### src/rtl/snsr_seq_pkg.sv
package snsr_seq_pkg;

    typedef enum logic [1:0] {
        ST_RST  = 2'd0,
        ST_WAKE = 2'd1,
        ST_RUN  = 2'd2,
        ST_STBY = 2'd3
    } seq_st_e;

    // what the minimum standby hold is measured in
    typedef enum logic {
        HOLD_CLKS = 1'b0,
        HOLD_ROWS = 1'b1
    } hold_src_e;

endpackage

### src/rtl/snsr_frame_mon.sv
module snsr_frame_mon #(
    parameter int CNT_W      = 24,
    parameter int ROW_W      = 11,
    parameter int DFLT_FRAME = 1000
) (
    input  logic             clk_i,
    input  logic             arst_ni,
    input  logic             fv_i,
    input  logic             row_stb_i,
    input  logic             clr_seen_i,
    output logic             fv_rise_o,
    output logic             fv_fall_o,
    output logic [CNT_W-1:0] period_o,
    output logic [ROW_W-1:0] rows_o
);

    typedef struct packed {
        logic             fv;
        logic [CNT_W-1:0] per_cnt;
        logic [CNT_W-1:0] period;
        logic             seen;
        logic [ROW_W-1:0] rows;
    } mon_t;

    mon_t q, d;

    assign fv_rise_o = fv_i & ~q.fv;
    assign fv_fall_o = ~fv_i & q.fv;

    always_comb begin
        d    = q;
        d.fv = fv_i;
        if (q.per_cnt != '1) d.per_cnt = q.per_cnt + CNT_W'(1);
        if (fv_rise_o) begin
            if (q.seen) d.period = q.per_cnt + CNT_W'(1);
            d.seen    = 1'b1;
            d.per_cnt = '0;
        end
        // a gap caused by standby is not a frame period
        if (clr_seen_i) d.seen = 1'b0;
        if (fv_fall_o) d.rows = '0;
        else if (row_stb_i && q.rows != '1) d.rows = q.rows + ROW_W'(1);
    end

    always_ff @(posedge clk_i or negedge arst_ni) begin
        if (!arst_ni) begin
            q <= '{fv: 1'b0, per_cnt: '0, period: CNT_W'(DFLT_FRAME),
                   seen: 1'b0, rows: '1};
        end else begin
            q <= d;
        end
    end

    assign period_o = q.period;
    assign rows_o   = q.rows;

    // the blanking row count only restarts or steps by one
    p_rows_step_r6: assert property (@(posedge clk_i) disable iff (!arst_ni)
        (q.rows != $past(q.rows)) |-> (q.rows == '0 || q.rows == $past(q.rows) + ROW_W'(1)));

endmodule

### src/rtl/snsr_win_chk.sv
module snsr_win_chk #(
    parameter int VB_W  = 10,
    parameter int ROW_W = 11
) (
    input  logic [VB_W-1:0]  vblank_i,
    input  logic [ROW_W-1:0] rows_i,
    output logic             in_win_o
);

    logic [ROW_W-1:0] vb_ext, lo, hi;

    always_comb begin
        vb_ext   = ROW_W'(vblank_i);
        lo       = (vb_ext >= ROW_W'(5)) ? vb_ext - ROW_W'(5) : '0;
        hi       = vb_ext + ROW_W'(5);
        in_win_o = (rows_i >= lo) && (rows_i < hi);
    end

endmodule

### src/rtl/snsr_stby_ctrl.sv
module snsr_stby_ctrl
    import snsr_seq_pkg::*;
#(
    parameter int CLK_NS       = 8,
    parameter int RST_NS       = 750,
    parameter int IFACE_WAIT   = 10,
    parameter int EDGE_GAP     = 10,
    parameter int STUCK_FRAMES = 2,
    parameter int VB_W         = 10,
    parameter int CNT_W        = 24,
    parameter int DFLT_FRAME   = 1000
) (
    input  logic            clk_i,
    input  logic            pwr_good_i,
    input  logic            fv_i,
    input  logic            row_stb_i,
    input  logic            stby_req_i,
    input  logic [VB_W-1:0] vblank_i,
    output logic            sensor_rst_no,
    output logic            sensor_stby_o,
    output logic            iface_rdy_o,
    output logic            stuck_alarm_o
);

    localparam int RST_CYC = (RST_NS + CLK_NS - 1) / CLK_NS;
    localparam int ROW_W   = VB_W + 1;
    localparam int GAP_W   = $clog2(EDGE_GAP + 1);
    localparam int WC_W    = CNT_W + 4;

    typedef struct packed {
        seq_st_e          st;
        logic [CNT_W-1:0] cnt;
        logic             rst_n;
        logic             rdy;
        logic             stby;
        logic             alarm;
        hold_src_e        src;
        logic             watch;
        logic [WC_W-1:0]  wcnt;
        logic [GAP_W-1:0] gap;
    } seq_t;

    seq_t q, d;

    logic             fv_rise, fv_fall, clr_seen, in_win;
    logic             gap_ok, hold_done;
    logic [CNT_W-1:0] period, rows_need;
    logic [ROW_W-1:0] rows;
    logic [WC_W-1:0]  stuck_lim;

    snsr_frame_mon #(.CNT_W(CNT_W), .ROW_W(ROW_W), .DFLT_FRAME(DFLT_FRAME)) u_mon (
        .clk_i      (clk_i),
        .arst_ni    (pwr_good_i),
        .fv_i       (fv_i),
        .row_stb_i  (row_stb_i),
        .clr_seen_i (clr_seen),
        .fv_rise_o  (fv_rise),
        .fv_fall_o  (fv_fall),
        .period_o   (period),
        .rows_o     (rows)
    );

    snsr_win_chk #(.VB_W(VB_W), .ROW_W(ROW_W)) u_win (
        .vblank_i (vblank_i),
        .rows_i   (rows),
        .in_win_o (in_win)
    );

    assign rows_need = CNT_W'(vblank_i) + CNT_W'(5);
    assign stuck_lim = WC_W'(period) * WC_W'(STUCK_FRAMES);
    assign gap_ok    = (q.gap >= GAP_W'(EDGE_GAP));
    assign hold_done = (q.src == HOLD_ROWS) ? (q.cnt >= rows_need) : (q.cnt >= period);

    always_comb begin
        d        = q;
        clr_seen = 1'b0;
        if (q.gap < GAP_W'(EDGE_GAP)) d.gap = q.gap + GAP_W'(1);
        case (q.st)
            ST_RST: begin
                if (q.cnt == CNT_W'(RST_CYC - 1)) begin
                    d.st    = ST_WAKE;
                    d.cnt   = '0;
                    d.rst_n = 1'b1;
                end else begin
                    d.cnt = q.cnt + CNT_W'(1);
                end
            end
            ST_WAKE: begin
                if (q.cnt == CNT_W'(IFACE_WAIT - 1)) begin
                    d.st    = ST_RUN;
                    d.cnt   = '0;
                    d.rdy   = 1'b1;
                    d.alarm = 1'b0;
                end else begin
                    d.cnt = q.cnt + CNT_W'(1);
                end
            end
            ST_RUN: begin
                if (q.watch) begin
                    if (fv_rise) d.watch = 1'b0;
                    else         d.wcnt  = q.wcnt + WC_W'(1);
                end
                if (q.watch && !fv_rise && q.wcnt >= stuck_lim) begin
                    d.st    = ST_RST;
                    d.cnt   = '0;
                    d.rst_n = 1'b0;
                    d.rdy   = 1'b0;
                    d.alarm = 1'b1;
                    d.watch = 1'b0;
                end else if (stby_req_i && gap_ok && (fv_rise || fv_fall)) begin
                    d.st     = ST_STBY;
                    d.stby   = 1'b1;
                    d.gap    = '0;
                    d.cnt    = '0;
                    d.src    = fv_fall ? HOLD_ROWS : HOLD_CLKS;
                    d.watch  = 1'b0;
                    clr_seen = 1'b1;
                end
            end
            ST_STBY: begin
                if ((q.src == HOLD_CLKS || row_stb_i) && q.cnt != '1) d.cnt = q.cnt + CNT_W'(1);
                if (!stby_req_i && hold_done && gap_ok && !in_win) begin
                    d.st    = ST_RUN;
                    d.stby  = 1'b0;
                    d.gap   = '0;
                    d.watch = 1'b1;
                    d.wcnt  = '0;
                end
            end
            default: d.st = ST_RST;
        endcase
    end

    always_ff @(posedge clk_i or negedge pwr_good_i) begin
        if (!pwr_good_i) begin
            q <= '{st: ST_RST, cnt: '0, rst_n: 1'b0, rdy: 1'b0, stby: 1'b0,
                   alarm: 1'b0, src: HOLD_CLKS, watch: 1'b0, wcnt: '0,
                   gap: GAP_W'(EDGE_GAP)};
        end else begin
            q <= d;
        end
    end

    assign sensor_rst_no = q.rst_n;
    assign sensor_stby_o = q.stby;
    assign iface_rdy_o   = q.rdy;
    assign stuck_alarm_o = q.alarm;

    // observation counters for the timing properties
    logic [CNT_W-1:0] low_run, hi_run, gap_run;
    logic             stby_prv;

    always_ff @(posedge clk_i or negedge pwr_good_i) begin
        if (!pwr_good_i) begin
            low_run  <= '0;
            hi_run   <= '0;
            gap_run  <= CNT_W'(EDGE_GAP);
            stby_prv <= 1'b0;
        end else begin
            low_run  <= q.rst_n ? '0 : ((low_run == '1) ? low_run : low_run + CNT_W'(1));
            hi_run   <= !q.rst_n ? '0 : ((hi_run == '1) ? hi_run : hi_run + CNT_W'(1));
            stby_prv <= q.stby;
            gap_run  <= (q.stby != stby_prv) ? '0 :
                        ((gap_run == '1) ? gap_run : gap_run + CNT_W'(1));
        end
    end

    p_rst_width_r1: assert property (@(posedge clk_i) disable iff (!pwr_good_i)
        $rose(sensor_rst_no) |-> (low_run >= CNT_W'(RST_CYC)));

    p_rdy_delay_r2: assert property (@(posedge clk_i) disable iff (!pwr_good_i)
        $rose(iface_rdy_o) |-> (hi_run >= CNT_W'(IFACE_WAIT)));

    p_rdy_needs_rst_r2: assert property (@(posedge clk_i) disable iff (!pwr_good_i)
        !sensor_rst_no |-> !iface_rdy_o);

    p_entry_on_edge_r3: assert property (@(posedge clk_i) disable iff (!pwr_good_i)
        $rose(sensor_stby_o) |-> $past(fv_rise || fv_fall));

    p_stby_gap_r7: assert property (@(posedge clk_i) disable iff (!pwr_good_i)
        ($rose(sensor_stby_o) || $fell(sensor_stby_o)) |-> (gap_run >= CNT_W'(EDGE_GAP)));

    p_no_stby_in_rst_r8: assert property (@(posedge clk_i) disable iff (!pwr_good_i)
        !sensor_rst_no |-> !sensor_stby_o);

    p_alarm_resets_r9: assert property (@(posedge clk_i) disable iff (!pwr_good_i)
        $rose(stuck_alarm_o) |-> !sensor_rst_no);

endmodule

### config.mk
export PLATFORM = sky130hd
export DESIGN_NAME = snsr_stby_ctrl
export DESIGN_NICKNAME = d
export VERILOG_FILES = /design/src/rtl/snsr_seq_pkg.sv /design/src/rtl/snsr_frame_mon.sv /design/src/rtl/snsr_win_chk.sv /design/src/rtl/snsr_stby_ctrl.sv
export SDC_FILE = /design/constraint.sdc
export NUM_CORES = 1
export LEC_CHECK = 0
export BUFFER_PORTS_ARGS = -buffer_cell sky130_fd_sc_hd__buf_2
export CORE_MARGIN = 1.5
export CORE_UTILIZATION = 25
export CTS_CLUSTER_DIAMETER = 30
export DETAILED_ROUTE_END_ITERATION = 8
export GPL_ROUTABILITY_DRIVEN = 0
export HOLD_SLACK_MARGIN = 0.15
export SKIP_CTS_REPAIR_TIMING = 1
export SLEW_MARGIN = 20
export SYNTH_ARGS = -nofsm -noshare
export SYNTH_HDL_FRONTEND = slang
export SYNTH_SLANG_ARGS = --single-unit
### constraint.sdc
create_clock -name clk_i -period 3.6 [get_ports clk_i]
set_input_delay 0.18 -clock clk_i [delete_from_list [all_inputs] [get_ports clk_i]]
set_output_delay 0.18 -clock clk_i [all_outputs]
set_load 0.02 [all_outputs]
==> impl_metrics.tcl, run 1 <==
set metrics [dict create \
    clock_latency_ns 0.42 \
    ioPinCount 19 \
    dieArea_um2 33900 \
    wl_per_cell_um 14.0 \
    synthArstFlopShare 1.00 \
    yosys.area.top_type_share 0.324 \
    htreeDepth 4 \
    synth.net_count 1020 \
    critPathMaxFanout 16 \
    grt_max_degree 126 \
    status "finished, final reports clean" \
    wl_um 19600 \
    power.total_mw 4.88 \
    clkSinkCount 125 \
    worstSetupPathType "reg -> reg" \
    crit_arrival_ns 3.60 \
    yosysTopAreaCell "dfrtp_1" \
    hold_ws_ns 0.307 \
    syn_to_final_growth_pct 16.5 \
    synth.most_common_cell "dfrtp_1" \
    syn_inst 915 \
    period_needed_ns 3.27 \
    yosys_warnings 0 \
    first_global_vias 6418 \
    mappedNetlistArea_um2 8190 \
    avgSynthCellArea_um2 8.95 \
    max-cap-violations 0 \
    fin_nets 1053 \
    yosys_most_used_dff "dfrtp_1" \
    hold_class "in -> reg" \
    drt_iter0_drc 341 \
    dp.cells 1368 \
    finalNonFillerCells 1403 \
    ys_ff_latch 125 \
    grt_pass1_wl_um 32600 \
    cp-start-kind "flop" \
    relSlewSlack 0.522 \
    tns_ns 0 \
    die_x_um 184 \
    rsz0062_at_grt "no" \
    postRouteAntennaNets 0 \
    cp.required_ns 3.93 \
    synth_area_leaders "dfrtp_1 32%, ha_1 14%, dfstp_2 6.1%" \
    ir_drop_v 0.000324 \
    hpwl_um 14700 \
    hold_viol 0 \
    crit_path_end_kind "flop" \
    rows 66 \
    leakage_nw 4.20 \
    numCtsBuffers 17 \
    synth-edff-count 0 \
    num_antenna_cells 0 \
    antenna_found_initial 0 \
    initial_utilization 0.253 \
    tritoncts "built" \
    cts.path.max_buffers 2 \
    dieHeight_um 184 \
    vias 6672 \
    setup_violations 0 \
    grtUsageTotal 0.122 \
    portBuffers 18 \
    core_region_area_um2 32400 \
    vias_per_cell 4.76 \
    post-route-util 0.295 \
    synth.distinct_cells 62 \
    tightest_slew_ns 0.716 \
    p_per_area_nw_per_um2 511 \
    drc 0 \
    root_buffer "clkbuf_16" \
    cts.clk_slew.worst_paths_ns 0.07 \
    drive_above_1_share 0.104 \
    finalMaxSlewViolations 0 \
    ys_top_cells_by_count "106 x dfrtp_1, 97 x nand2_1, 90 x ha_1, 90 x nor2_1" \
    synth_seq_area_share 0.385 \
    timing.fmax_mhz 306 \
    skew_ns 0.0126 \
    period_share 0.908 \
    gr-total-overflow 0 \
    firstDrtPassIters 5 \
]
[registers in the layout, indices dropped and copies added, names as in the netlist]
register,count
sensor_rst_no,1
u_mon.period_o,24
q,60
iface_rdy_o,1
u_mon.rows_o,11
u_mon.q,26
sensor_stby_o,1
stuck_alarm_o,1
[worst max-delay path, stage by stage, from the launching register on]
cell and delay [ns]:
dfstp_2 0.53, inv_1 0.07, ha_1 0.30, and3_1 0.19, nand4_1 0.16, o21a_1 0.23, a2111oi_2 0.43, o21a_1 0.28
o21ai_1 0.20, buf_4 0.24, or4_1 0.40, a21oi_1 0.17
[cell usage in the layout (no fill, tap or decap), types with 4 or more instances in the layout]
| cell | instances |
|---|---|
| buf_4 | 18 |
| o31ai_1 | 11 |
| nand2_1 | 97 |
| buf_2 | 17 |
| nand2b_1 | 4 |
| and2_1 | 5 |
| a211oi_1 | 8 |
| nor4_1 | 6 |
| nand3_1 | 39 |
| inv_1 | 50 |
| ha_1 | 90 |
| nor2_1 | 90 |
| dfstp_2 | 19 |
| o211ai_1 | 13 |
| nor2b_1 | 5 |
| nand4_1 | 24 |
| xor2_1 | 51 |
| o21ai_0 | 56 |
| clkbuf_16 | 17 |
| nor3_1 | 20 |
| nand3b_1 | 4 |
| or4_1 | 10 |
| and3_1 | 23 |
| a21oi_1 | 56 |
| xnor2_1 | 27 |
| a21o_1 | 7 |
| dfrtp_1 | 106 |
| or3_1 | 9 |
| o21a_1 | 10 |
[cell families (layout without fill, tap and decap cells)]
logic type / count (synthesis) / count (layout) / synth area share
compound gates: 192 / 192 / 0.146
xor+xnor: 78 / 78 / 0.0834
fa+ha+maj: 90 / 90 / 0.137
buf+inv: 76 / 122 / 0.0365
flops: 125 / 125 / 0.385
mux: 4 / 4 / 0.00504
simple gates: 350 / 350 / 0.207
[where the power goes]
group / leakage, nW / switching (mW) / internal [mW]
clock network: 0.293 / 0.663 / 1.13
logic: 2.28 / 0.719 / 0.522
registers: 1.63 / 0.239 / 1.60
total: 4.20 / 1.62 / 3.25
[stage by stage]
step                      area (um2)  setup WS (ns)
after floorplan                 8190          0.140
after global placement          8900          0.108
after detailed placement        8900         0.0783
after CTS                       9520          0.305
after global routing            9550          0.102
final                           9550          0.332
[metal layers]
| layer | global-route usage | share of wire |
|---|---|---|
| met3 | 0.0238 | 0.034 |
| met5 | 0 | 0 |
| met2 | 0.197 | 0.46 |
| met1 | 0.162 | 0.49 |
| met4 | 0.0397 | 0.018 |
[final timing paths]
path | cells after the start | from | slack (ns) | end
setup / recovery | 11 | u_mon.period_o[9] | 0.33 | q[50]
hold / removal | 5 | stby_req_i | 0.31 | q[62]
setup reg to reg | 11 | u_mon.period_o[9] | 0.33 | q[50]
hold reg to reg | 2 | u_mon.period_o[22] | 0.48 | u_mon.period_o[22]
max in group asynchronous | 3 | pwr_good_i | 2.64 | q[63]
min in group asynchronous | 3 | pwr_good_i | 0.41 | u_mon.q[47]
[final cells by class]
type | count | area, um2
inverter | 50 | 188
clock inverter | 12 | 161
fill | 3448 | 22800
tap | 442 | 553
multi-input combinational | 714 | 4750
timing repair buffer | 40 | 290
clock buffer | 20 | 457
sequential | 125 | 3150
No activity file was read; power rests on OpenSTA's default activity.
==> inputs of run 2 (changes only) <==
--- a/config.mk
+++ b/config.mk
@@ -6,12 +6,14 @@
 export NUM_CORES = 1
 export LEC_CHECK = 0
 export BUFFER_PORTS_ARGS = -buffer_cell sky130_fd_sc_hd__buf_2
+export CORE_ASPECT_RATIO = 1.1
 export CORE_MARGIN = 1.5
 export CORE_UTILIZATION = 25
 export CTS_CLUSTER_DIAMETER = 30
 export DETAILED_ROUTE_END_ITERATION = 8
 export GPL_ROUTABILITY_DRIVEN = 0
 export HOLD_SLACK_MARGIN = 0.15
+export RECOVER_POWER = 25
 export SKIP_CTS_REPAIR_TIMING = 1
 export SLEW_MARGIN = 20
 export SYNTH_ARGS = -nofsm -noshare
==> impl_metrics.tcl, run 2 (synthesized netlist as in run 1, its figures left out) <==
set metrics [dict create \
    p_seq_frac 0.386 \
    r2r_slack_ns 0.25 \
    firstDrtPassIters 5 \
    status "finished with violations" \
    worstSetupPathType "reg -> reg" \
    drt_iter0_drc 349 \
    crit_path_end_kind "flop" \
    worstHoldPathCells 5 \
    first_global_vias 6533 \
    cp_slowest_cell "dfstp_2" \
    vias_per_cell 4.86 \
    tritoncts "built" \
    initial_utilization 0.254 \
    drc 0 \
    cts.path.max_buffers 2 \
    cts.clk_slew.worst_paths_ns 0.06 \
    setup_violations 0 \
    portBuffers 18 \
    dpl_worst_slack_ns 0.0268 \
    cp.depth 11 \
    drive_above_1_share 0.102 \
    power.total_mw 4.75 \
    cp.required_ns 3.95 \
    cpPeakStageDelay_ns 0.53 \
    skew_ns 0.0104 \
    hold_class "in -> reg" \
    largest_register_ffs 60 \
    seqCellArea_um2 3150 \
    hpwl_um 14700 \
    multi_input_area_um2 4750 \
    setup_ws_ns 0.247 \
    antenna_found_initial 0 \
    power.switching_mw 1.66 \
    top_register "q" \
    timing.fmax_mhz 298 \
    period_needed_ns 3.35 \
    dp.cells 1350 \
    path_cells "inv_1 -> ha_1 -> and3_1 -> nand4_1 -> o21a_1 -> a2111oi_2 -> o21a_1 -> o21ai_1 -> buf_4 -> or4_1 -> a21oi_1" \
    dieHeight_um 193 \
    period_share 0.931 \
    num_antenna_cells 0 \
    fin_nets 1051 \
    critPathTopFamily "compound AO/OA/AOI/OAI gates" \
    p_clk_frac 0.351 \
    critPathMaxFanout 17 \
    hold_ws_ns 0.298 \
    post-route-util 0.293 \
    violations "capacitance limit, slew limit" \
    p_int_mw 3.09 \
    grtUsageTotal 0.122 \
    syn_to_final_growth_pct 15.4 \
    tightest_slew_ns 1.67 \
    combPwrFrac 0.263 \
    grt_max_degree 67 \
    postPlaceCellArea_um2 8850 \
    wl_um 19700 \
    final_common_cell "dfrtp_1" \
    htreeDepth 4 \
    gr-total-overflow 0 \
    relSlewSlack -0.112 \
    cp-start-kind "flop" \
    finalNonFillerCells 1385 \
    final_cell_mix "106 x dfrtp_1, 97 x nand2_1, 90 x nor2_1, 90 x ha_1" \
    clkSinkCount 125 \
    ioPinCount 19 \
    vias 6729 \
    wl_per_cell_um 14.2 \
    grt_pass1_wl_um 33000 \
    fill_cells 3442 \
    hold_viol 0 \
    finalMaxSlewViolations 66 \
    core_region_area_um2 32300 \
    cpMostUsedCell "o21a_1" \
    p_per_area_nw_per_um2 503 \
    rsz0062_at_grt "no" \
    rows 69 \
    max-cap-violations 1 \
    leakage_nw 4.17 \
    final_area_um2 9450 \
    crit_arrival_ns 3.70 \
    root_buffer "clkbuf_16" \
    die_x_um 176 \
    cp.buffers_inverters 2 \
    clock_latency_ns 0.42 \
    numCtsBuffers 17 \
    tns_ns 0 \
    postRouteAntennaNets 0 \
    rr_worst_depth 11 \
    dieArea_um2 33900 \
    ir_drop_v 0.000326 \
    switching_share 0.350 \
]
run 2: cell count changes in the layout (fill, tap and decap cells not counted), sizes merged:
cell    previous run  this run
clkinv             4         5
buf               37        33
inv               52        55
bufinv             3         1
run 2: final timing paths:
path                                         from             to
worst min-delay path                   stby_req_i          q[62]
max in group asynchronous              pwr_good_i           q[1]
worst max register to register  u_mon.period_o[9]          q[50]
min in group asynchronous              pwr_good_i    u_mon.q[58]
worst max-delay path            u_mon.period_o[9]          q[50]
worst min register to register      stuck_alarm_o  stuck_alarm_o
run 2: layout make-up:
type                    instances  share of cell area
multi-input cells             714               0.502
flip-flops and latches        125               0.334
well taps                     426              0.0564
clock buffers                  18              0.0465
repair buffers                 38              0.0274
inverters                      50              0.0199
clock inverters                14              0.0142
run 2: per-layer routing:
layer	track usage	up-vias	wire [um]
met3	0.0246	24	696
met4	0.0454	0	378
li1	-	3335	-
met5	0	-	0
met1	0.157	3263	9240
met2	0.202	107	9360
run 2: worst register-to-register path, stage by stage (launching register included):
cell and delay [ns]:
dfstp_2 0.53, inv_1 0.07, ha_1 0.29, and3_1 0.18
nand4_1 0.18, o21a_1 0.24, a2111oi_2 0.44, o21a_1 0.34
o21ai_1 0.19, buf_4 0.24, or4_1 0.42, a21oi_1 0.15
run 2: power groups by stage:
| stage | clock, mW | sequential, mW | combinational (mW) |
|---|---|---|---|
| 2_1_floorplan | 0 | 1.80 | 0.889 |
| 3_3_place_gp | 0 | 1.85 | 1.21 |
| 3_5_place_dp | 0 | 1.85 | 1.25 |
| 4_1_cts | 1.70 | 1.83 | 1.26 |
| 5_1_grt | 1.77 | 1.87 | 1.43 |
| 6_report | 1.67 | 1.83 | 1.25 |
==> inputs of run 3 (changes only) <==
--- a/config.mk
+++ b/config.mk
@@ -6,6 +6,7 @@
 export NUM_CORES = 1
 export LEC_CHECK = 0
 export BUFFER_PORTS_ARGS = -buffer_cell sky130_fd_sc_hd__buf_2
+export CAP_MARGIN = 20
 export CORE_ASPECT_RATIO = 1.1
 export CORE_MARGIN = 1.5
 export CORE_UTILIZATION = 25
==> constraint.sdc (replaced) <==
create_clock -name clk_i -period 3 [get_ports clk_i]
set_input_delay 0.45 -clock clk_i [delete_from_list [all_inputs] [get_ports clk_i]]
set_output_delay 0.45 -clock clk_i [all_outputs]
set_load 0.02 [all_outputs]
==> impl_metrics.tcl, run 3 (synthesized netlist as in run 1, its figures left out) <==
set metrics [dict create \
    setup_violations 34 \
    tns_ns -4.56 \
    final_cell_mix "106 x dfrtp_1, 93 x nand2_1, 86 x buf_4, 83 x ha_1, 66 x nor2_1" \
    initial_utilization 0.254 \
    max-cap-violations 1 \
    drc 0 \
    cts.clk_slew.worst_paths_ns 0.06 \
    crit_path_end_kind "flop" \
    fin_nets 1135 \
    rsz0062_at_grt "yes" \
    numCtsBuffers 17 \
    grtUsageTotal 0.126 \
    dieHeight_um 193 \
    relSlewSlack -0.232 \
    period_needed_ns 3.21 \
    clock_latency_ns 0.43 \
    cp.buffers_inverters 3 \
    top_register "q" \
    firstDrtPassIters 5 \
    critPathTopFamily "simple AND/OR/NAND/NOR gates" \
    cts.path.max_buffers 2 \
    leakage_nw 4.64 \
    die_x_um 176 \
    skew_ns 0.0131 \
    antenna_found_initial 0 \
    status "finished with violations" \
    path_cells "buf_6 -> or4_4 -> nor3_4 -> nand4b_1 -> buf_6 -> and2_4 -> ha_4 -> nand3_2 -> o32ai_2 -> nor3_2 -> a311o_1 -> o21ai_2 -> nor3_4 -> buf_6 -> a31o_4 -> nor3_2" \
    violations "capacitance limit, slew limit, setup timing" \
    ioPinCount 19 \
    vias_per_cell 4.78 \
    portBuffers 18 \
    grt_max_degree 47 \
    wl_per_cell_um 14.4 \
    root_buffer "clkbuf_16" \
    grt_pass1_wl_um 34000 \
    postPlaceCellArea_um2 9450 \
    num_antenna_cells 0 \
    setup_ws_ns -0.211 \
    cpMostUsedCell "buf_6" \
    rows 69 \
    power.total_mw 6.24 \
    cp.required_ns 3.34 \
    vias 7025 \
    timing.fmax_mhz 311 \
    cp_slowest_cell "or4_4" \
    largest_register_ffs 60 \
    core_region_area_um2 32300 \
    hpwl_um 15800 \
    hold_class "in -> reg" \
    clkSinkCount 125 \
    fill_cells 3323 \
    crit_arrival_ns 3.56 \
    tightest_slew_ns 1.85 \
    finalMaxSlewViolations 36 \
    worstSetupPathType "in -> reg" \
    hold_viol 0 \
    final_common_cell "dfrtp_1" \
    post-route-util 0.328 \
    hold_ws_ns 0.180 \
    p_per_area_nw_per_um2 589 \
    syn_to_final_growth_pct 29.4 \
    cp-start-kind "input pin" \
    gr-total-overflow 0 \
    seqCellArea_um2 3150 \
    wl_um 21100 \
    dieArea_um2 33900 \
    critPathMaxFanout 8 \
    tritoncts "built" \
    first_global_vias 6842 \
    ir_drop_v 0.000425 \
    htreeDepth 4 \
    final_area_um2 10600 \
    period_share 1.07 \
    drive_above_1_share 0.241 \
    drt_iter0_drc 291 \
    postRouteAntennaNets 0 \
    cpPeakStageDelay_ns 0.56 \
    multi_input_area_um2 5140 \
]
==> run 3: worst reg2reg max path, stage by stage (launching register included) <==
cell and delay [ns]:
dfstp_2 0.54, inv_2 0.04, ha_1 0.26, and3_4 0.15
nand4_1 0.10, buf_4 0.14, nor4_4 0.04, or4_4 0.52
o21a_4 0.25, o21a_4 0.24, or4_1 0.51, nand2_1 0.08
==> run 3: layout make-up <==
class                           instances  share of cell area
Tap cell                              426              0.0503
Clock inverter                         13              0.0144
Timing Repair Buffer                  122              0.0932
Sequential cell                       125               0.297
Clock buffer                           19              0.0418
Multi-Input combinational cell        714               0.485
Inverter                               50              0.0177
==> run 3: final timing paths <==
kind                                     from                 end  slack, ns  cells after the start
setup / recovery                  vblank_i[6]                q[2]      -0.21                     16
hold / removal                           fv_i         u_mon.q[60]       0.18                      1
setup reg to reg            u_mon.period_o[8]               q[59]       0.07                     11
hold reg to reg            u_mon.period_o[13]  u_mon.period_o[13]       0.48                      2
max in group asynchronous          pwr_good_i               q[39]       0.36                      3
min in group asynchronous          pwr_good_i         u_mon.q[58]       1.07                      2
==> run 3: layer usage <==
metal,share of wire,GRT usage,vias up
li1,-,-,3494
met1,0.46,0.156,3416
met2,0.50,0.222,98
met3,0.028,0.0250,17
met4,0.012,0.0339,0
met5,0,0,-
==> run 3: power by group <==
group          internal (mW)  switching, mW  total (mW)
logic                  0.899           1.06        1.96
clock network           1.27          0.832        2.10
registers               1.92          0.265        2.19
total                   4.08           2.16        6.24
==> run 3: through the flow <==
step	worst slack, ns	cells
after floorplan	-0.329	915
after global placement	-0.578	1422
after detailed placement	-0.658	1422
after CTS	-0.228	1454
after global routing	-0.330	1469
final	-0.211	1469
